--- config.mk ---
export PLATFORM = sky130hd
export DESIGN_NAME = msg_play_seq
export DESIGN_NICKNAME = d
export VERILOG_FILES = /design/src/rtl/msp_pkg.sv /design/src/rtl/msp_trig_front.sv /design/src/rtl/msp_rate_div.sv /design/src/rtl/msg_play_seq.sv
export SDC_FILE = /design/constraint.sdc
export NUM_CORES = 1
export LEC_CHECK = 0
export ABC_AREA = 0
export BUFFER_PORTS_ARGS = -buffer_cell sky130_fd_sc_hd__buf_2
export CAP_MARGIN = 20
export CORE_ASPECT_RATIO = 0.75
export CORE_UTILIZATION = 43
export CTS_CLUSTER_DIAMETER = 120
export DETAILED_ROUTE_END_ITERATION = 12
export PLACE_DENSITY_LB_ADDON = 0.25
export SETUP_SLACK_MARGIN = 0.15
export SLEW_MARGIN = 40
export SYNTH_ARGS = -nofsm -noshare
export SYNTH_HDL_FRONTEND = slang
export SYNTH_SLANG_ARGS = --single-unit
--- constraint.sdc ---
create_clock -name clk -period 5.67 [get_ports clk]
set_clock_uncertainty 0.2 [all_clocks]
set_input_delay 1.701 -clock clk [delete_from_list [all_inputs] [get_ports clk]]
set_output_delay 1.701 -clock clk [all_outputs]
set_load 0.02 [all_outputs]
--- src/rtl/msp_pkg.sv ---
package msp_pkg;

    typedef enum logic [2:0] {
        ST_IDLE     = 3'd0,
        ST_PTR_WAIT = 3'd1,
        ST_PTR_TAKE = 3'd2,
        ST_DAT_WAIT = 3'd3,
        ST_DAT_TAKE = 3'd4,
        ST_PLAY     = 3'd5
    } msp_state_e;

endpackage

--- src/rtl/msp_trig_front.sv ---
// Synchronises the trigger pads, finds falling edges and picks the lowest one.
module msp_trig_front #(
    parameter int N      = 10,
    parameter int STAGES = 2,
    parameter int IDX_W  = 4
) (
    input  logic             clk,
    input  logic             rst,
    input  logic [N-1:0]     pin_n,
    output logic             fire,
    output logic [IDX_W-1:0] idx
);

    logic [N-1:0] sync_d [STAGES];
    logic [N-1:0] sync_q [STAGES];
    logic [N-1:0] prev_d, prev_q;
    logic [N-1:0] fall;

    always_comb begin
        sync_d[0] = pin_n;
        for (int s = 1; s < STAGES; s++) begin
            sync_d[s] = sync_q[s-1];
        end
        prev_d = sync_q[STAGES-1];
    end

    always_ff @(posedge clk) begin
        if (rst) begin
            for (int s = 0; s < STAGES; s++) begin
                sync_q[s] <= '1;
            end
            prev_q <= '1;
        end else begin
            for (int s = 0; s < STAGES; s++) begin
                sync_q[s] <= sync_d[s];
            end
            prev_q <= prev_d;
        end
    end

    assign fall = prev_q & ~sync_q[STAGES-1];

    // Scan from the top down so that the lowest set bit is the last write.
    always_comb begin
        fire = |fall;
        idx  = '0;
        for (int i = N - 1; i >= 0; i--) begin
            if (fall[i]) idx = IDX_W'(i);
        end
    end

endmodule

--- src/rtl/msp_rate_div.sv ---
// Sample-rate divider; restarting it lines bit periods up with the counter.
module msp_rate_div #(
    parameter int DIV = 64
) (
    input  logic clk,
    input  logic rst,
    input  logic restart,
    output logic first,
    output logic last,
    output logic sq
);

    localparam int CNT_W = (DIV > 1) ? $clog2(DIV) : 1;
    localparam int HALF  = DIV / 2;

    logic [CNT_W-1:0] cnt_d, cnt_q;

    always_comb begin
        if (restart || last) cnt_d = '0;
        else                 cnt_d = cnt_q + CNT_W'(1);
    end

    always_ff @(posedge clk) begin
        if (rst) cnt_q <= '0;
        else     cnt_q <= cnt_d;
    end

    assign first = (cnt_q == '0);
    assign last  = (cnt_q == CNT_W'(DIV - 1));
    assign sq    = (cnt_q < CNT_W'(HALF));

endmodule

--- src/rtl/msg_play_seq.sv ---
module msg_play_seq #(
    parameter int                NUM_MSG     = 10,
    parameter int                ADDR_W      = 17,
    parameter int                DATA_W      = 8,
    parameter int                SMP_DIV     = 64,
    parameter int                ENTRY_BYTES = 3,
    parameter int                SYNC_STAGES = 2,
    parameter logic [DATA_W-1:0] END_MARK    = DATA_W'(8'hAA)
) (
    input  logic               clk,
    input  logic               rst,
    input  logic [NUM_MSG-1:0] trig_n_i,
    output logic [NUM_MSG-1:0] trig_drv,
    output logic [ADDR_W-1:0]  mem_addr,
    input  logic [DATA_W-1:0]  mem_data,
    output logic               rd_n,
    output logic               smp_clk,
    output logic               bit_out,
    output logic               bit_stb
);
    import msp_pkg::*;

    localparam int IDX_W  = (NUM_MSG > 1) ? $clog2(NUM_MSG) : 1;
    localparam int BCNT_W = (DATA_W > 1) ? $clog2(DATA_W) : 1;
    localparam int PCNT_W = (ENTRY_BYTES > 1) ? $clog2(ENTRY_BYTES) : 1;
    localparam int PTR_W  = (ENTRY_BYTES - 1) * DATA_W;
    localparam int FULL_W = ENTRY_BYTES * DATA_W;

    typedef struct packed {
        msp_state_e         st;
        logic [IDX_W-1:0]   msg;
        logic [ADDR_W-1:0]  addr;
        logic [PTR_W-1:0]   ptr;
        logic [PCNT_W-1:0]  pcnt;
        logic [DATA_W-1:0]  sh;
        logic [BCNT_W-1:0]  bcnt;
    } ctl_t;

    ctl_t              ctl_d, ctl_q;
    logic              trig_fire;
    logic [IDX_W-1:0]  trig_idx;
    logic              div_first, div_last, div_restart;
    logic [FULL_W-1:0] ptr_full;
    logic              is_mark;

    msp_trig_front #(
        .N      (NUM_MSG),
        .STAGES (SYNC_STAGES),
        .IDX_W  (IDX_W)
    ) u_trig (
        .clk   (clk),
        .rst   (rst),
        .pin_n (trig_n_i),
        .fire  (trig_fire),
        .idx   (trig_idx)
    );

    assign is_mark     = (mem_data == END_MARK);
    assign div_restart = (ctl_q.st == ST_DAT_TAKE) && !is_mark;

    msp_rate_div #(
        .DIV (SMP_DIV)
    ) u_div (
        .clk     (clk),
        .rst     (rst),
        .restart (div_restart),
        .first   (div_first),
        .last    (div_last),
        .sq      (smp_clk)
    );

    assign ptr_full = {ctl_q.ptr, mem_data};

    always_comb begin
        ctl_d = ctl_q;
        unique case (ctl_q.st)
            ST_IDLE: begin
                if (trig_fire) begin
                    ctl_d.st   = ST_PTR_WAIT;
                    ctl_d.msg  = trig_idx;
                    ctl_d.addr = ADDR_W'(trig_idx) * ADDR_W'(ENTRY_BYTES);
                    ctl_d.pcnt = '0;
                end
            end
            ST_PTR_WAIT: ctl_d.st = ST_PTR_TAKE;
            ST_PTR_TAKE: begin
                if (ctl_q.pcnt == PCNT_W'(ENTRY_BYTES - 1)) begin
                    ctl_d.addr = ptr_full[ADDR_W-1:0];
                    ctl_d.st   = ST_DAT_WAIT;
                end else begin
                    ctl_d.ptr  = PTR_W'(ptr_full);
                    ctl_d.pcnt = ctl_q.pcnt + PCNT_W'(1);
                    ctl_d.addr = ctl_q.addr + ADDR_W'(1);
                    ctl_d.st   = ST_PTR_WAIT;
                end
            end
            ST_DAT_WAIT: ctl_d.st = ST_DAT_TAKE;
            ST_DAT_TAKE: begin
                if (is_mark) begin
                    ctl_d.st = ST_IDLE;
                end else begin
                    ctl_d.sh   = mem_data;
                    ctl_d.bcnt = '0;
                    ctl_d.addr = ctl_q.addr + ADDR_W'(1);
                    ctl_d.st   = ST_PLAY;
                end
            end
            ST_PLAY: begin
                if (div_last) begin
                    if (ctl_q.bcnt == BCNT_W'(DATA_W - 1)) begin
                        // Address has sat on the next byte for a whole byte time.
                        if (is_mark) begin
                            ctl_d.st = ST_IDLE;
                        end else begin
                            ctl_d.sh   = mem_data;
                            ctl_d.bcnt = '0;
                            ctl_d.addr = ctl_q.addr + ADDR_W'(1);
                        end
                    end else begin
                        ctl_d.sh   = ctl_q.sh << 1;
                        ctl_d.bcnt = ctl_q.bcnt + BCNT_W'(1);
                    end
                end
            end
            default: ctl_d.st = ST_IDLE;
        endcase
    end

    always_ff @(posedge clk) begin
        if (rst) ctl_q <= '0;
        else     ctl_q <= ctl_d;
    end

    logic busy;
    assign busy = (ctl_q.st != ST_IDLE);

    always_comb begin
        for (int i = 0; i < NUM_MSG; i++) begin
            trig_drv[i] = busy && (ctl_q.msg == IDX_W'(i));
        end
    end

    assign mem_addr = ctl_q.addr;
    assign rd_n     = !busy;
    assign bit_out  = (ctl_q.st == ST_PLAY) && ctl_q.sh[DATA_W-1];
    assign bit_stb  = (ctl_q.st == ST_PLAY) && div_first;

endmodule

Word-level counts from Yosys, hierarchy flattened
Memory sizes are Yosys's and may differ from the RTL's.
Index checks and enable logic that the tools add are counted.
{ "op_classes": {"addsub": 4, "mul": 1, "magnitude_cmp": 1, "n_eq_ne": 23, "mux": 34, "bitwise": 5, "n_reduce_logical": 31} }
{ "op_table": {"columns": ["cell", "n"], "rows": [
  ["2-to-1 mux 17 bit", 4],
  ["case mux 17 bit (4 select lines)", 1],
  ["2-to-1 mux 4 bit", 10],
  ["2-to-1 mux 11 bit", 3],
  ["2-to-1 mux 24 bit", 1],
  ["case mux 11 bit (2 select lines)", 1],
  ["2-to-1 mux 10 bit", 2],
  ["case mux 3 bit (6 select lines)", 1],
  ["adder 17 x 1 -> 17 bit (second input constant)", 1],
  ["== test 4 x 3 -> 1 bit (second input constant)", 4],
  ["logical AND 1 bit", 13],
  ["2-to-1 mux 3 bit", 4],
  ["AND 10 bit", 1],
  ["NOT 10 bit", 1],
  ["OR reduction 10 bit", 1],
  ["== test 3 bit (second input constant)", 3],
  ["== test 4 x 2 -> 1 bit (second input constant)", 2],
  ["== test 4 bit (second input constant)", 2],
  ["== test 8 bit (second input constant)", 1],
  ["inequality test 2 bit (second input constant)", 4],
  ["AND reduction 4 bit", 2],
  ["adder 6 x 1 -> 6 bit (second input constant)", 1],
  ["== test 3 x 2 -> 1 bit (second input constant)", 2],
  ["== test 6 bit (second input constant)", 1],
  ["other kinds (24)", 33]
]} }
{ "totals": {"regBits": 62, "ram_bits": 20, "elab_cells": 109, "memories": 1} }
{ "memory_table": {"columns": ["memory", "words", "word_bits", "read_ports", "rd_ports_with_merged_regs", "write_ports", "line", "source"], "rows": [
  ["u_trig.sync_q", 2, 10, 2, 0, 2, "msp_trig_front.sv:15", "logic [N-1:0] sync_q [STAGES];"]
]} }

Longest topological paths before layout
Gate-level depths: netlist of run 1.
An unclocked memory read counts as a cell.
{ "depth": {"word_depth": 16, "depth_mapped": 11, "ltp_nobuf": 11} }

Modules after synthesis
A second synthesis of run 1 with hierarchy kept.
{ "hier_totals": {"cells_unflattened": 466, "area_unflattened_um2": 3942.5} }
{ "modules_own_cells": {"columns": ["mod", "instances", "cells_per_inst", "area_per_inst_um2", "seq_area_each_um2"], "rows": [
  ["msg_play_seq", 1, 342, 2703.8, 920.9],
  ["msp_trig_front", 1, 92, 963.4, 600.6],
  ["msp_rate_div", 1, 32, 275.3, 120.1]
]} }

Least setup slack after synthesis of run 1
Ideal clock, no wire load.
{ "synth_timing": {"path_type": "register -> output", "startpoint": "reg ctl_q[51] in the netlist's numbering", "endpoint": "out trig_drv[1]", "arrival_time_ns": 1.520, "setup_slack_ns": 2.249, "stages_incl_launch_ff": 5, "path_buffers": 1, "path_cell_list": "dfxtp_1 buf_4 nor3_4 or3b_2 nor3_1"} }
{ "synth_between": {"elab_chain_len": 2} }
{ "synth_lines": {"columns": ["element", "line", "source"], "rows": [
  ["start, declared", "msg_play_seq.sv:39", "ctl_t ctl_d, ctl_q;"],
  ["start signal, assigned", "msg_play_seq.sv:131", "else ctl_q <= ctl_d;"],
  ["nonzero test 3 bit", "msg_play_seq.sv:135", "assign busy = (ctl_q.st != ST_IDLE);"],
  ["logical AND 1 bit", "msg_play_seq.sv:139", "trig_drv[i] = busy && (ctl_q.msg == IDX_W'(i));"],
  ["end, declared", "msg_play_seq.sv:13", "output logic [NUM_MSG-1:0] trig_drv,"]
]} }
Every way passes these cells.

Final worst setup path of run 1
{ "layout_timing": {"startpoint": "reg ctl_q[50] in the netlist's numbering", "endpoint": "out bit_stb"} }
{ "layout_between": {"elab_chain_len": 2} }
{ "layout_lines": {"columns": ["element", "line", "source"], "rows": [
  ["== test 3 bit", "msg_play_seq.sv:146", "assign bit_stb = (ctl_q.st == ST_PLAY) && div_first;"],
  ["logical AND 1 bit", "msg_play_seq.sv:146", null],
  ["end, declared", "msg_play_seq.sv:19", "output logic bit_stb"]
]} }
Every way passes these cells.

==> flow_summary.toml, run 1 <==
[outcome]
status = "completed"

[synthesis]
synth_edf_count = 0
synth.ff_latch_count = 82
syn_area_per_cell_um2 = 8.54
yosys_warnings = 0
synth_top_area_share_pct = 41.5
synth_area_leaders = "dfxtp_1 42%, nand2_1 5.3%, or2_2 4.9%, nor2_1 4.5%, a21oi_1 4.2%"
synth_nets = 494
synth_cell_type_count = 59
ys.flop_type = "dfxtp_1"
synth_area_um2 = 3960
yosys.area.top_type = "dfxtp_1"
yosysSeqAreaShare_pct = 41.5
synth_cells = 463
synthArstFlopShare_pct = 0

[floorplan]
num_io_pins = 51
core_area_um2 = 8670
start_util_pct = 45.6
die_w_um = 113
dieArea_um2 = 9590
rows = 29
die_h_um = 85.1

[power]
ir_worst_vdd_v = 0.000325
sequentialPowerShare_pct = 44.0
clockPowerShare_pct = 40.6
leakagePower_nw = 1.75
p_switching_mw = 0.430
swShare_pct = 29.3
cellInternalPower_mw = 1.04
combPwrFrac_pct = 15.4
p_per_area_nw_per_um2 = 329

[clocking]
cts.repair.resized = 0
clk_pin_slew_ns = 0.06
cts_setup_buffers = 0
clock_sinks = 82
cts.hold.buffers_added = 0
cts_tree = "built"
ctsHtreeMaxLevel = 3
clockBufferDepth = 2
clkLatencyLatePin_ns = 0.34
cts_inserted_buffers = 9
ctsRootBufferMaster = "clkbuf_16"

[route]
firstDrtPassIters = 5
wl_um = 8920
via_per_inst = 5.49
drtIter0Drc = 286
ant_nets = 0
dr_total_vias = 3333
route.detailed.drc = 0
wl_per_cell_um = 14.7

[run]
cap_violations = 0

[final_layout]
finalNetCount = 525
num_antenna_cells = 0
design_area_um2 = 4460
final_cell_mix = "82 x dfxtp_1, 56 x nand2_1, 50 x buf_2, 47 x nor2_1, 33 x a21oi_1"
layout-drive-gt1-share_pct = 23.8
syn2layout_area_growth_pct = 12.7
final_common_cell = "dfxtp_1"
final.fill_count = 799

[hold_path]
hp-start = "u_trig.sync_q[0][1]$_SDFF_PP1_"
holdPathStages = 1
hold_path.class = "reg -> reg"
whs_endpoint = "u_trig.sync_q[0][11]$_SDFF_PP1_"

[worst_setup_path]
r2r-end = "mem_addr[3]$_SDFFE_PP0P_"
rr_startpoint = "u_trig.prev_q[6]$_SDFF_PP1_"
cp_data_required_time_ns = 3.77
critical_path_arrival_ns = 2.09
crit_path_end_kind = "output port"
r2r_cells = 10
r2r_slack_ns = 2.89
cp-start-kind = "flop"
crit_fanout = 14
setup.worst_path.class = "reg -> out"

[sta]
tns_ns = 0
slew_viol_final = 0
max_slew.worst_pin.slew_ns = 0.675
min_period_ns = 4.00
max_slew_margin_pct = 54.7
period_share_pct = 70.5
finalHoldViolCount = 0
fmax_mhz = 250
setup_viol = 0
rsz0062_at_grt = "false"

[place]
gp_routability_congestion = 0.881
dpl-instance-area_um2 = 4150
place.detailed.hpwl_um = 6480
io_buffers = 50

[grt]
grt_pass1_wl_um = 15300
grt-busiest-layer = "met2"
grt_max_degree = 51
gr-usage-met2_pct = 30.8
grt_use_total_pct = 20.4
grt_use_met1_pct = 27.5
antenna_found_initial = 0
grt_overflow_total = 0
first_global_vias = 3175
met3_usage_pct = 6.29
power by group through the flow:
stage | Combinational (mW) | Sequential, mW | Clock (mW)
floorplan | 0.186 | 0.639 | 0
global placement | 0.220 | 0.656 | 0
detailed placement | 0.223 | 0.657 | 0
CTS | 0.225 | 0.645 | 0.608
global route | 0.253 | 0.651 | 0.640
finish | 0.226 | 0.646 | 0.596
Yosys cell counts, types with 3 or more instances:
master and number:
dfxtp_1 82, nand2_1 56, nor2_1 47, a21oi_1 33, or2_2 31, o21ai_0 20, buf_4 18, inv_1 15
nand3_1 14, nor2b_1 11, ha_1 10, nor3_1 10, a22oi_1 9, clkbuf_1 9, nand2b_1 9, xor2_1 9
and3_1 6, nand4_1 6, a222oi_1 5, o221a_2 4, o311ai_1 4, a31oi_1 3, o31ai_1 3
sequential cells by signal (all words and copies together) (netlist names):
name           count
mem_addr          17
ctl_q             29
u_trig.prev_q     10
u_trig.sync_q     20
u_div.cnt_q        6
metal layers:
layer,up-vias,wire [um]
met4,0,131
met2,111,3890
met3,13,590
met1,1552,4310
li1,1657,-
met5,-,0
per-stage QoR:
stage	instances	utilization, %	total power [mW]	setup WS, ns	hold slack [ns]
floorplan	463	-	0.825	2.25	0.189
global placement	591	47.8	0.876	2.14	0.192
detailed placement	591	47.9	0.881	2.07	0.192
CTS	607	51.4	1.48	1.68	0.208
global route	607	51.4	1.54	1.51	0.224
finish	607	51.4	1.47	1.67	0.208
cell families (layout without fill, tap and decap cells):
kind of cell | after synthesis | in the layout | share of synthesized area (%)
and+or+nand+nor | 215 | 215 | 28.8
muxes | 3 | 3 | 0.791
adders and majority gates | 11 | 11 | 3.67
xor gates and xnor gates | 11 | 11 | 2.44
AOI/OAI and AO/OA | 95 | 95 | 16.3
DFF | 82 | 82 | 41.5
buffers and inverters | 46 | 82 | 6.52
cell type report:
class	instances	area [um2]	area share [%]
Tap cell	108	135	3.03
Sequential cell	82	1640	36.8
Inverter	15	56.3	1.26
Timing Repair Buffer	51	258	5.78
Clock buffer	10	229	5.14
Clock inverter	6	76.3	1.71
Multi-Input combinational cell	335	2060	46.2
critical path, stage by stage, from the launching register on:
cell     delay [ns]
dfxtp_1        0.72
inv_1          0.18
nor3_1         0.45
and3_1         0.24
buf_2          0.16
how the worst max path moves through the flow:
stage	slack [ns]	cells past startpoint	to	from
floorplan	2.25	4	trig_drv[1]	ctl_q[51]$_SDFFE_PP0P_
global placement	2.14	4	trig_drv[1]	ctl_q[50]$_SDFFE_PP0P_
detailed placement	2.07	4	trig_drv[1]	ctl_q[50]$_SDFFE_PP0P_
CTS	1.68	4	trig_drv[1]	ctl_q[50]$_SDFFE_PP0P_
global route	1.51	4	bit_stb	ctl_q[50]$_SDFFE_PP0P_
finish	1.67	4	bit_stb	ctl_q[50]$_SDFFE_PP0P_
(Power assumes the default switching activity.)
==> run 2, diff against run 1 <==
- clock period: 5.67 -> 3.6 ns (I/O delays scaled with it)
==> flow_summary.toml, run 2 (synthesis results as in run 1) <==
[worst_setup_path]
cp_data_required_time_ns = 2.32
critical-path-max-stage-delay_ns = 0.63
cpMaxStageDelayCell = "dfxtp_1"
setup.worst_path.class = "reg -> out"
crit_fanout = 11
crit_chain = "nor3_4 > or3b_2 > nor3_1 > buf_2"
crit_path_end_kind = "output port"
cp_top_family = "simple AND/OR/NAND/NOR gates"
cp-start-kind = "flop"
crit_buf_inv = 1
critical_path_arrival_ns = 1.95

[route]
wl_um = 8780
dr_total_vias = 3354
route.detailed.drc = 0
drtIter0Drc = 343
ant_nets = 0
firstDrtPassIters = 5
wl_per_cell_um = 14.4
via_per_inst = 5.52

[final_layout]
layout-drive-gt1-share_pct = 24.2
largest_register = "ctl_q"
syn2layout_area_growth_pct = 13.0
final_cell_mix = "81 x dfxtp_1, 56 x nand2_1, 50 x buf_2, 47 x nor2_1, 33 x a21oi_1"
final_common_cell = "dfxtp_1"
num_antenna_cells = 0
final.fill_count = 847
largest_register_ffs = 29
finalNetCount = 526

[power]
p_switching_mw = 0.667
p_per_area_nw_per_um2 = 519
ir_worst_vdd_v = 0.000387
sequentialPowerShare_pct = 43.8
combPwrFrac_pct = 15.4
cellInternalPower_mw = 1.65
swShare_pct = 28.8
leakagePower_nw = 1.75
clockPowerShare_pct = 40.8

[sta]
rsz0062_at_grt = "false"
period_share_pct = 89.7
slew_viol_final = 0
min_period_ns = 3.23
max_slew_margin_pct = 55.3
finalHoldViolCount = 0
tns_ns = 0
fmax_mhz = 310
worst_slack_ns = 0.372
setup_viol = 0
max_slew.worst_pin.slew_ns = 0.667

[clocking]
clkLatencyLatePin_ns = 0.34
clock_sinks = 82
cts_tree = "built"
ctsRootBufferMaster = "clkbuf_16"
clockBufferDepth = 2
ctsHtreeMaxLevel = 3
cts.hold.buffers_added = 0
clk_pin_slew_ns = 0.06
cts_inserted_buffers = 9

[floorplan]
die_w_um = 113
rows = 29
num_io_pins = 51
start_util_pct = 45.6
core_area_um2 = 8670
die_h_um = 85.1
dieArea_um2 = 9590

[grt]
grt_use_total_pct = 19.8
antenna_found_initial = 0
grt_overflow_total = 0
grt_max_degree = 42
first_global_vias = 2988
grt_pass1_wl_um = 15000

[outcome]
status = "completed"

[hold_path]
hold_path.class = "reg -> reg"

[place]
io_buffers = 50
gp_routability_congestion = 0.918
place.detailed.hpwl_um = 6490
place_ws_ns = 0.620

[run]
cap_violations = 0
-- run 2: changes by cell type in the layout (fill, tap and decap cells not counted) --
| cell | before | now |
|---|---|---|
| buf_4 | 1 | 2 |
| clkbuf_1 | 1 | 0 |
| clkbuf_8 | 0 | 1 |
| clkinv_4 | 4 | 3 |
| clkinvlp_4 | 0 | 1 |
| dfxtp_1 | 82 | 81 |
| dfxtp_2 | 0 | 1 |
| nor3_1 | 9 | 10 |
| nor3_2 | 2 | 1 |
-- run 2: final timing paths --
kind                                                   endpoint  slack, ns  depth (start not counted)                            from
worst max-delay path                                trig_drv[1]       0.37                          4          ctl_q[51]$_SDFFE_PP0P_
worst min-delay path            u_trig.sync_q[0][18]$_SDFF_PP1_       0.21                          1  u_trig.sync_q[0][8]$_SDFF_PP1_
worst max register to register         mem_addr[3]$_SDFFE_PP0P_       0.78                         10     u_trig.prev_q[7]$_SDFF_PP1_
worst min register to register  u_trig.sync_q[0][18]$_SDFF_PP1_       0.21                          1  u_trig.sync_q[0][8]$_SDFF_PP1_
-- run 2: layout make-up --
type	instances	area (um2)	area share, %
clock buffer	10	239	5.35
clock inverter	6	75.1	1.68
inverter	15	56.3	1.26
multi-input combinational	335	2060	46.0
sequential	82	1640	36.8
tap	108	135	3.02
timing repair buffer	52	265	5.94
-- run 2: what timing repair did --
action,in CTS,in global routing
gates resized for setup,0,1
setup endpoints to repair,0,3
buffers inserted,0,0
-- run 2: power groups by stage --
stage | clock (mW) | sequential (mW) | combinational [mW]
global route | 1.01 | 1.02 | 0.397
global placement | 0 | 1.03 | 0.347
detailed placement | 0 | 1.03 | 0.353
CTS | 0.965 | 1.01 | 0.355
floorplan | 0 | 1.01 | 0.292
finish | 0.945 | 1.02 | 0.357
-- run 2: routing by layer --
metal / vias up / track usage, % / wire length, um
met5: - / 0 / 0
met4: 0 / 5.82 / 78
met3: 9 / 5.86 / 593
met2: 115 / 30.5 / 3870
met1: 1565 / 26.9 / 4240
li1: 1665 / - / -
-- run 2: metrics by stage --
step,utilization [%],power [mW],hold WS (ns),cells,cell area (um2)
final,51.5,2.32,0.207,608,4470
after global routing,51.5,2.43,0.225,608,4470
after CTS,51.5,2.33,0.207,608,4470
after detailed placement,47.9,1.39,0.192,592,4150
after global placement,47.9,1.38,0.192,592,4150
after floorplan,-,1.30,0.189,463,3960
==> run 3, diff against run 2 <==
- CORE_MARGIN: default -> 5
==> flow_summary.toml, run 3 (synthesis results as in run 1) <==
[clocking]
clkLatencyLatePin_ns = 0.34
clockBufferDepth = 2
clk_pin_slew_ns = 0.06
cts_setup_buffers = 0
ctsRootBufferMaster = "clkbuf_16"
clock_sinks = 82
ctsHtreeMaxLevel = 3
cts_tree = "built"
cts_inserted_buffers = 9

[final_layout]
finalNetCount = 526
layout-drive-gt1-share_pct = 24.2
largest_register_ffs = 29
final_cell_mix = "81 x dfxtp_1, 56 x nand2_1, 50 x buf_2, 47 x nor2_1, 33 x a21oi_1"
num_antenna_cells = 0
fin_util_pct = 49.5
syn2layout_area_growth_pct = 12.7
seq_area_um2 = 1640
final.fill_count = 904
multi_input_area_um2 = 2060
final_common_cell = "dfxtp_1"
largest_register = "ctl_q"

[power]
leakagePower_nw = 1.75
ir_worst_vdd_v = 0.000294
p_per_area_nw_per_um2 = 510

[hold_path]
hp-start = "u_trig.sync_q[0][9]$_SDFF_PP1_"
hold_path.class = "reg -> reg"

[run]
cap_violations = 0

[worst_setup_path]
crit_path_end_kind = "output port"
critical_path_arrival_ns = 1.98
worstSetupStartpoint = "ctl_q[51]$_SDFFE_PP0P_"
rr_startpoint = "u_trig.prev_q[7]$_SDFF_PP1_"
crit_fanout = 11
cp-start-kind = "flop"
setup.worst_path.class = "reg -> out"
cp_data_required_time_ns = 2.32

[grt]
grt_use_total_pct = 16.7
antenna_found_initial = 0
grt_pass1_wl_um = 15200
grt_overflow_total = 0
first_global_vias = 3113
grt_max_degree = 44

[floorplan]
rows = 30
dieArea_um2 = 11200
die_w_um = 121
num_io_pins = 51
die_h_um = 93.1
start_util_pct = 43.9
core_area_um2 = 9010

[route]
via_per_inst = 5.39
wl_um = 8910
dr_total_vias = 3297
drtIter0Drc = 220
route.detailed.drc = 0
wl_per_cell_um = 14.6
firstDrtPassIters = 6
ant_nets = 0

[place]
io_buffers = 50
place.detailed.hpwl_um = 6660
gp_routability_congestion = 0.841

[sta]
fmax_mhz = 307
slew_viol_final = 0
period_share_pct = 90.6
min_period_ns = 3.26
max_slew.worst_pin.slew_ns = 0.649
tns_ns = 0
setup_viol = 0
max_slew_margin_pct = 56.5
finalHoldViolCount = 0
rsz0062_at_grt = "false"

[outcome]
status = "completed"
## run 3: repair_timing
item / CTS / global route
setup endpoints to repair: 0 / 3
gates resized for setup: 0 / 1
hold buffers: 0 / 0
## run 3: final timing paths
kind / end / slack, ns / cells after the start
min: u_trig.sync_q[0][19]$_SDFF_PP1_ / 0.21 / 1
min reg2reg: u_trig.sync_q[0][19]$_SDFF_PP1_ / 0.21 / 1
max: trig_drv[1] / 0.34 / 4
max reg2reg: mem_addr[3]$_SDFFE_PP0P_ / 0.79 / 10
## run 3: worst max-delay path: stages (launching register included)
cell and delay, ns:
dfxtp_1 0.62, nor3_4 0.14, or3b_2 0.51, nor3_1 0.17, buf_2 0.20
## run 3: layer usage
metal / up-vias / share of wire (%) / GRT usage, %
li1: 1661 / - / -
met1: 1545 / 48 / 22.2
met2: 86 / 46 / 26.9
met3: 5 / 5.0 / 4.78
met4: 0 / 0.70 / 3.77
met5: - / 0 / 0
## run 3: stage by stage
step | hold slack [ns] | instance area (um2) | power (mW) | cells | worst slack (ns)
after global placement | 0.192 | 4160 | 1.38 | 596 | 0.693
after floorplan | 0.189 | 3960 | 1.30 | 463 | 0.800
after CTS | 0.208 | 4460 | 2.30 | 612 | 0.236
after global routing | 0.227 | 4460 | 2.40 | 612 | 0.190
after detailed placement | 0.193 | 4160 | 1.39 | 596 | 0.590
final | 0.208 | 4460 | 2.28 | 612 | 0.339
## run 3: layout make-up
cell class / count / share of cell area, %
inverters: 15 / 1.26
clock buffers: 9 / 5.05
repair buffers: 52 / 5.95
flip-flops and latches: 82 / 36.8
well taps: 112 / 3.14
multi-input cells: 335 / 46.1
clock inverters: 7 / 1.66
## run 3: power by group
group	switching, mW	leakage, nW	internal [mW]
sequential	0.0582	0.670	0.956
combinational	0.223	0.930	0.131
clock	0.411	0.150	0.496
total	0.693	1.75	1.58
